$ cat config.mk
export PLATFORM = sky130hd
export DESIGN_NAME = bist_sequencer
export DESIGN_NICKNAME = d
export VERILOG_FILES = /design/src/rtl/bist_pkg.sv /design/src/rtl/prng_gen.sv /design/src/rtl/sig_comp.sv /design/src/rtl/seq_ctrl.sv /design/src/rtl/bist_sequencer.sv
export SDC_FILE = /design/constraint.sdc
export NUM_CORES = 1
export LEC_CHECK = 0
export BUFFER_PORTS_ARGS = -buffer_cell sky130_fd_sc_hd__buf_2
export CAP_MARGIN = 25
export CORE_ASPECT_RATIO = 1.2
export CORE_MARGIN = 8
export CORE_UTILIZATION = 50
export DETAILED_ROUTE_END_ITERATION = 8
export PLACE_DENSITY_LB_ADDON = 0.3
export SETUP_SLACK_MARGIN = 0.02
export SYNTH_ARGS = -nofsm -noshare
export SYNTH_HDL_FRONTEND = slang
export SYNTH_HIERARCHICAL = 1
export SYNTH_SLANG_ARGS = --single-unit
$ cat constraint.sdc
create_clock -name clk -period 2.7 [get_ports clk]
set_input_delay 0.27 -clock clk [delete_from_list [all_inputs] [get_ports clk]]
set_output_delay 0.27 -clock clk [all_outputs]
set_load 0.1 [all_outputs]
$ cat src/rtl/bist_pkg.sv
package bist_pkg;
  localparam int PAT_W = 8;
  localparam int CNT_W = 10;
  localparam logic [PAT_W-1:0] FB_MASK  = 8'hB8;
  localparam logic [PAT_W-1:0] SIG_MASK = 8'hB8;

  typedef enum logic [1:0] {
    MODE_ADD = 2'd0,
    MODE_SUB = 2'd1,
    MODE_LOG = 2'd2,
    MODE_ROT = 2'd3
  } mode_e;

  function automatic logic [PAT_W-1:0] prng_next(input logic [PAT_W-1:0] p,
                                                 input logic [PAT_W-1:0] mask);
    return {p[PAT_W-2:0], ^(p & mask)};
  endfunction

  function automatic logic [PAT_W-1:0] sig_next(input logic [PAT_W-1:0] s,
                                                input logic [PAT_W-1:0] d,
                                                input logic [PAT_W-1:0] mask);
    return {s[PAT_W-2:0], ^(s & mask)} ^ d;
  endfunction

  function automatic logic [2*PAT_W-1:0] stub_eval(input mode_e m,
                                                   input logic [PAT_W-1:0] a,
                                                   input logic [PAT_W-1:0] b);
    logic [PAT_W-1:0] x, y;
    case (m)
      MODE_ADD: begin x = a + b;                  y = a ^ b;    end
      MODE_SUB: begin x = a - b;                  y = a & b;    end
      MODE_LOG: begin x = a | b;                  y = ~a;       end
      default:  begin x = {a[3:0], a[7:4]};       y = b + 8'd1; end
    endcase
    return {x, y};
  endfunction
endpackage

$ cat src/rtl/prng_gen.sv
module prng_gen #(
  parameter int W = bist_pkg::PAT_W,
  parameter logic [W-1:0] MASK = bist_pkg::FB_MASK,
  parameter logic [W-1:0] SEED = 8'h01
) (
  input  logic         clk,
  input  logic         rst,
  input  logic         load,
  input  logic         adv,
  input  logic [W-1:0] seed_in,
  output logic [W-1:0] q
);
  logic [W-1:0] stepped;
  assign stepped = bist_pkg::prng_next(q, MASK);

  always_ff @(posedge clk) begin
    if (rst)       q <= SEED;
    else if (load) q <= seed_in;
    else if (adv)  q <= stepped;
  end

  assert_load_wins_R7: assert property (@(posedge clk) disable iff (rst)
    load |=> q == $past(seed_in));
  assert_hold_idle_R8: assert property (@(posedge clk) disable iff (rst)
    (!load && !adv) |=> $stable(q));
endmodule

$ cat src/rtl/sig_comp.sv
module sig_comp #(
  parameter int W = bist_pkg::PAT_W,
  parameter logic [W-1:0] MASK = bist_pkg::SIG_MASK
) (
  input  logic         clk,
  input  logic         rst,
  input  logic         en,
  input  logic [W-1:0] d,
  output logic [W-1:0] s
);
  always_ff @(posedge clk) begin
    if (rst)     s <= '0;
    else if (en) s <= bist_pkg::sig_next(s, d, MASK);
  end

  assert_sig_hold_R10: assert property (@(posedge clk) disable iff (rst)
    !en |=> $stable(s));
endmodule

$ cat src/rtl/seq_ctrl.sv
module seq_ctrl #(
  parameter int KW = bist_pkg::CNT_W,
  localparam logic [KW-1:0] K_LAST = {KW{1'b1}}
) (
  input  logic          clk,
  input  logic          rst,
  input  logic          step,
  input  logic          run,
  output logic [KW-1:0] k,
  output logic          adv,
  output logic          done,
  output logic          cnz
);
  logic run_q;
  logic at_last;

  assign at_last = (k == K_LAST);
  assign done    = at_last;
  assign cnz     = |k;
  assign adv     = (step | run_q) & ~at_last;

  always_ff @(posedge clk) begin
    if (rst) begin
      run_q <= 1'b0;
      k     <= '0;
    end else begin
      if (run) run_q <= 1'b1;
      if (adv) k <= k + KW'(1);
    end
  end

  assert_k_step_R2: assert property (@(posedge clk) disable iff (rst)
    adv |=> k == $past(k) + KW'(1));
  assert_k_hold_R2: assert property (@(posedge clk) disable iff (rst)
    !adv |=> $stable(k));
  assert_no_wrap_R12: assert property (@(posedge clk) disable iff (rst)
    done |=> done);
  assert_run_sticky_R5: assert property (@(posedge clk) disable iff (rst)
    run_q |=> run_q);
  assert_run_sets_R5: assert property (@(posedge clk) disable iff (rst)
    run |=> run_q);
  assert_frozen_R12: assert property (@(posedge clk) disable iff (rst)
    done |-> !adv);
endmodule

$ cat src/rtl/bist_sequencer.sv
module bist_sequencer #(
  parameter int W  = bist_pkg::PAT_W,
  parameter int KW = bist_pkg::CNT_W
) (
  input  logic          clk,
  input  logic          rst,
  input  logic          load_a,
  input  logic          load_b,
  input  logic          step,
  input  logic          run,
  input  logic [W-1:0]  iva,
  input  logic [W-1:0]  ivb,
  output logic          load_a_str,
  output logic          load_b_str,
  output logic          adv_en,
  output logic [1:0]    mode_sel,
  output logic          sig_qual,
  output logic          done,
  output logic [KW-1:0] cycle_cnt,
  output logic [W-1:0]  pat_a,
  output logic [W-1:0]  pat_b,
  output logic [W-1:0]  sig_x,
  output logic [W-1:0]  sig_y
);
  import bist_pkg::*;

  logic [KW-1:0]  k;
  logic           adv, fin, nz, sig_en;
  logic [W-1:0]   pa, pb;
  logic [2*W-1:0] stub_xy;
  logic [W-1:0]   stub_x, stub_y;
  logic [W-1:0]   seeds [2];
  logic           loads [2];
  logic [W-1:0]   pats  [2];
  logic [W-1:0]   sigs  [2];
  logic [W-1:0]   ds    [2];

  seq_ctrl #(.KW(KW)) u_ctrl (
    .clk(clk), .rst(rst), .step(step), .run(run),
    .k(k), .adv(adv), .done(fin), .cnz(nz)
  );

  assign seeds[0] = iva;
  assign seeds[1] = ivb;
  assign loads[0] = load_a;
  assign loads[1] = load_b;

  genvar g;
  generate
    for (g = 0; g < 2; g++) begin : g_pair
      prng_gen #(.W(W)) u_gen (
        .clk(clk), .rst(rst), .load(loads[g]), .adv(adv),
        .seed_in(seeds[g]), .q(pats[g])
      );
      sig_comp #(.W(W)) u_sig (
        .clk(clk), .rst(rst), .en(sig_en), .d(ds[g]), .s(sigs[g])
      );
    end
  endgenerate

  assign pa      = pats[0];
  assign pb      = pats[1];
  assign stub_xy = stub_eval(mode_e'(k[KW-1 -: 2]), pa, pb);
  assign stub_x  = stub_xy[2*W-1:W];
  assign stub_y  = stub_xy[W-1:0];
  assign ds[0]   = stub_x;
  assign ds[1]   = stub_y;
  assign sig_en  = adv & nz;

  assign load_a_str = load_a;
  assign load_b_str = load_b;
  assign adv_en     = adv;
  assign mode_sel   = k[KW-1 -: 2];
  assign sig_qual   = nz;
  assign done       = fin;
  assign cycle_cnt  = k;
  assign pat_a      = pa;
  assign pat_b      = pb;
  assign sig_x      = sigs[0];
  assign sig_y      = sigs[1];

  assert_sig_gate_R9: assert property (@(posedge clk) disable iff (rst)
    (k == '0) |=> $stable(sig_x) && $stable(sig_y));
  assert_pat_frozen_R12: assert property (@(posedge clk) disable iff (rst)
    (fin && !load_a && !load_b) |=> $stable(pa) && $stable(pb));
endmodule

After elaboration in Yosys (flattened, before gate mapping):

Cells that the tools add are included.

* input port bits: 22
* bits in registers: 43
* logic and storage cells: 37

* equality and inequality tests: 3
* bitwise gates (word level): 10
* reductions and logical operators: 8
* add/subtract/negate cells: 4
* multiplexer cells: 6

Operators with widths (number)
* case mux 8 bit (3 select lines): 2
* two-way mux 8 bit: 4
* XOR reduction 8 bit: 4
* XOR 8 bit: 3
* adder 10 x 1 -> 10 bit, second input constant: 1
* equality test 10 bit, second input constant: 1
* OR reduction 10 bit: 1
* adder 8 x 1 -> 8 bit, second input constant: 1
* adder 8 bit: 1
* bitwise AND 8 bit: 1
* NOT 8 bit: 1
* OR 8 bit: 1
* subtractor 8 bit: 1
* nonzero test 2 bit: 2
* bitwise AND 1 bit: 2
* equality test 2 x 1 -> 1 bit, second input constant: 1
* equality test 2 bit, second input constant: 1
* logical NOT 2 bit: 1
* NOT 1 bit: 1
* OR 1 bit: 1

Logic depth before layout (Yosys ltp):

* depth in word-level cells: 5
* mapped depth: 13

Cells and area by module:

Netlist, hierarchy kept.

Modules (own cells, without submodules)
* bist_sequencer: sequential area each 0.0 um2, area an instance 1212.4 um2, times used 1, cells each 146
* prng_gen: sequential area each 160.2 um2, area an instance 422.9 um2, times used 2, cells each 39
* sig_comp: sequential area each 160.2 um2, area an instance 382.9 um2, times used 2, cells each 38
* seq_ctrl: sequential area each 220.2 um2, area an instance 668.1 um2, times used 1, cells each 71

Worst setup path after synthesis:

Ideal clock, no wire load.

* path type: flip-flop to flip-flop
* start: register g_pair[1].u_gen.q[0]
* end: register g_pair[0].u_sig.s[7]
* setup slack: -0.785 ns
* data arrival time: 3.400 ns
* stages on the path, launching flop included: 14
* clock period less this slack: 3.485 ns
* library setup time: 0.086 ns
* data required time: 2.614 ns
* cell sequence: dfxtp_1 inv_1 ha_1 and3_1 a21oi_1 xnor2_1 ha_1 a21o_1 a31o_2 a21oi_1 xnor2_1 o21ai_0 xnor2_1 a211oi_1

* cells in the longest elaborated chain, start to end: 3
* elaborated cells on any way between the ends: 4
* those cells by class: add/sub: 2; mux: 1; bitwise: 1

Ends and longest elaborated chain
* from (decl): RTL line prng_gen.sv:11 `output logic [W-1:0] q`
* from (signal assigned): RTL line prng_gen.sv:18 `else if (load) q <= seed_in;`
* from (signal assigned): RTL line prng_gen.sv:19 `else if (adv) q <= stepped;`
* subtractor 8 bit / adder 8 bit (equally long branches): RTL line bist_pkg.sv:31, bist_pkg.sv:30
* case mux 8 bit (3 select lines) *: RTL line bist_pkg.sv:29 `case (m)`
* named net stub_x[7]: RTL line bist_sequencer.sv:31 `logic [W-1:0] stub_x, stub_y;`
* XOR 8 bit *: RTL line bist_pkg.sv:22 `return {s[PAT_W-2:0], ^(s & mask)} ^ d;`
* to (signal assigned): RTL line sig_comp.sv:13 `else if (en) s <= bist_pkg::sig_next(s, d, MASK);`
* to (decl): RTL line sig_comp.sv:9 `output logic [W-1:0] s`

The timed path passes the listed nets; every way through them passes the cells marked *.
A chain may end at the register's enable or synchronous reset.

Worst setup path in the final report:

Same ends and word-level chain as after synthesis.

==> impl_metrics.csv <==
group,metric,value,unit
synthesis,yosysWarnings,6,
sta,setup_viol,0,
clock_tree,root_buffer,"clkbuf_8",
synthesis,syn_area_per_cell,9.41,um^2
routing,first_pass_iters,4,
floorplanning,start_util,0.513,
cells_and_area,n_antenna_cell,0,
clock_tree,hold_buffers,0,
place,dp_hpwl,6300,um
global_route,grt_max_degree,50,
floorplanning,die_area,9930,um^2
synthesis,synth_adder_area_share,0.102,
synthesis,synth_top_area_frac,0.247,
outcome,outcome,"finished clean",
clock_tree,cts.clk_slew.worst_paths,0.09,ns
sta,hold_viol,0,
worst_hold_path,holdCritStartpoint,"run",
synthesis,synthesis.area,3490,um^2
floorplanning,die_y,108,um
sta,period_needed,2.54,ns
cells_and_area,final_common_cell,"buf_2",
critical_path,arrival,2.69,ns
floorplanning,rows,33,
floorplanning,core,6810,um^2
routing,vias,2905,
floorplanning,pin_count,71,
critical_path,worst_r2r_endpoint,"g_pair[0].u_sig/s[7]$_SDFFE_PP0P_",
pwr,p_per_area,646,nW/um^2
critical_path,rr_worst_depth,13,
pwr,leakage,1.79,nW
cells_and_area,mostFrequentLayoutCells,"buf_2 (70), nor2_1 (41), xnor2_1 (30), ha_1 (26), dfxtp_1 (25)",
critical_path,cp_max_fo,6,
clock_tree,cts_tree,"yes",
worst_hold_path,min_to,"u_ctrl/run_q$_SDFFE_PP0P_",
sta,worst_slack,0.157,ns
synthesis,yosys.cell_types.count,60,
sta,tightest_slew,1.00,ns
clock_tree,cts_buffers,5,
synthesis,ys_seq_area_frac,0.247,
synthesis,synthMuxAreaShare,0.170,
global_route,first_global_vias,2856,
worst_hold_path,whs_path_depth,3,
synthesis,synth_top_family_by_area,"multiplexers",
global_route,grt_overflow_total,0,
pwr,vdd_drop_max,0.000391,V
routing,drt_iter0_drc,148,
place,dp_cells,511,
synthesis,synth_edf_count,0,
sta,rsz0062_at_grt,"false",
synthesis,ys.flop_type,"dfxtp_1",
synthesis,ys_seq_elements,43,
job,max_cap_viol_count,0,
routing,post_drt_via_cell_ratio,5.54,
sta,finalMaxSlewViolations,0,
worst_hold_path,min_path_type,"input pin to flop",
clock_tree,cts_max_level,2,
routing,postRouteAntennaNets,0,
cells_and_area,stdcell_count,524,
critical_path,r2r_start,"g_pair[1].u_gen/q[0]$_SDFFE_PP1P_",
place,pre_cts_slack,0.0671,ns
clock_tree,clk_latency,0.31,ns
routing,drc,0,
synthesis,post-synth-top-area-cell,"dfxtp_1",
cells_and_area,final_util,0.608,
critical_path,startpoint_type,"flop",
synthesis,synth_area_leaders,"dfxtp_1 (25%), ha_1 (9.7%), xnor2_1 (7.5%)",
cells_and_area,layout-area-overhead-vs-synth,18.6,%
cells_and_area,layout.nets,486,
place,place.gp.congestion,0.894,
global_route,antenna_found_initial,0,
clock_tree,cts_sinks,43,
place,portBuffers,70,
global_route,grt_util_all_layers,0.170,
critical_path,crit_type,"flop to flop",
sta,fin_crit_sh,0.942,
synthesis,synth_compound_area_frac,0.137,
global_route,grt_pass1_wl,13800,um
synthesis,synthXorXnorAreaFrac,0.111,
routing,avgRoutedWirePerCell,16.3,um
sta,final.setup_skew,0.00839,ns
synthesis,async_flop_share,0,
critical_path,worst_setup_path_end_kind,"flop",
synthesis,synth-simple-area-share,0.161,
critical_path,cp.required,2.85,ns
synthesis,syn-num-nets,421,
routing,drt-total-wl,8570,um
clock_tree,clk_path_buf_depth,2,
sta,fmax,0.393,GHz
critical_path,rrSetupSlack,0.16,ns
cells_and_area,layout-drive-gt1-share,0.382,
sta,relSlewSlack,0.334,
synthesis,syn_inst,371,
floorplanning,dieWidth,92.3,um
==> sequential cells by signal, indices dropped and copies added (netlist names) <==
signal and count:
g_pair.u_sig/s 16, u_ctrl/run_q 1, g_pair.u_gen/q 16, u_ctrl/k 10
==> synth_stat cells (3+ instances only) <==
| master | number |
|---|---|
| nand2b_1 | 7 |
| dfxtp_1 | 43 |
| mux2i_1 | 20 |
| a21oi_1 | 7 |
| a211oi_1 | 14 |
| a31oi_1 | 3 |
| and3_1 | 4 |
| clkbuf_1 | 4 |
| mux4_2 | 8 |
| clkbuf_2 | 5 |
| inv_1 | 22 |
| nor3b_1 | 4 |
| ha_1 | 27 |
| mux2_2 | 18 |
| nor3_1 | 4 |
| xnor2_1 | 30 |
| nor2_1 | 43 |
| buf_2 | 3 |
| o21ai_0 | 11 |
| a311oi_1 | 3 |
| nor2b_1 | 7 |
| buf_6 | 6 |
| buf_4 | 6 |
| xor2_1 | 9 |
| nand2_1 | 13 |
| nand3_1 | 5 |
==> metrics by stage <==
stage	hold WS [ns]	setup TNS, ns	area (um^2)	total power, mW
6_report	0.160	0	4140	2.67
5_1_grt	0.167	0	4140	2.81
3_5_place_dp	0.481	0	3940	2.06
3_3_place_gp	0.474	0	3940	2.03
2_1_floorplan	0.386	-0.394	3600	1.86
4_1_cts	0.157	0	4070	2.66
==> routing by layer <==
metal	up-vias	GRT usage	routed length, um
li1	1434	-	-
met1	1382	0.208	3800
met2	80	0.279	4140
met3	9	0.0488	509
met4	0	0.0519	112
met5	-	0	0
==> worst max-delay path by stage <==
stage | slack (ns) | from | to | cells after the start
final | 0.16 | g_pair[1].u_gen/q[0]$_SDFFE_PP1P_ | g_pair[0].u_sig/s[7]$_SDFFE_PP0P_ | 13
after detailed placement | 0.07 | g_pair[1].u_gen/q[0]$_SDFFE_PP1P_ | g_pair[0].u_sig/s[6]$_SDFFE_PP0P_ | 12
after CTS | 0.02 | g_pair[1].u_gen/q[0]$_SDFFE_PP1P_ | g_pair[0].u_sig/s[6]$_SDFFE_PP0P_ | 12
after floorplan | -0.04 | u_ctrl/k[4]$_SDFFE_PP0P_ | g_pair[0].u_sig/s[0]$_SDFFE_PP0P_ | 6
after global placement | 0.13 | g_pair[1].u_gen/q[0]$_SDFFE_PP1P_ | g_pair[0].u_sig/s[7]$_SDFFE_PP0P_ | 13
after global routing | 0.009 | g_pair[1].u_gen/q[0]$_SDFFE_PP1P_ | g_pair[0].u_sig/s[5]$_SDFFE_PP0P_ | 12
==> timing repair <==
item | CTS | global route
buffers inserted | 0 | 5
hold endpoints to repair | 0 | 0
gates resized for setup | 0 | 8
setup endpoints to repair | 0 | 4
==> kinds of logic after synthesis <==
group / Yosys count
compound gates: 59
xor+xnor: 41
fa+ha+maj: 28
buf+inv: 47
flops: 43
mux: 47
simple gates: 106
==> layout make-up <==
cell class,instances,area [um^2]
multi-input cells,281,2460
well taps,87,109
clock buffers,5,68.8
inverters,23,86.3
flip-flops and latches,43,908
fillers,581,2670
clock inverters,3,67.6
repair buffers,82,444
==> worst max-delay path, cell delays in order (launching register included) <==
cell      delay [ns]
dfxtp_4         0.39
inv_2           0.06
ha_4            0.16
and3_4          0.18
a21oi_2         0.14
xnor2_1         0.14
ha_1            0.28
a21o_1          0.18
a31o_2          0.22
a21oi_2         0.12
xnor2_1         0.13
o21ai_1         0.10
xnor2_1         0.20
a211oi_2        0.09
==> where the power goes <==
group / switching, mW / internal [mW] / total [mW] / leakage (nW)
clock: 0.240 / 0.369 / 0.609 / 0.0644
sequential: 0.102 / 0.700 / 0.802 / 0.363
combinational: 0.872 / 0.390 / 1.26 / 1.36
total: 1.21 / 1.46 / 2.67 / 1.79
No activity file was read; power rests on OpenSTA's default activity.
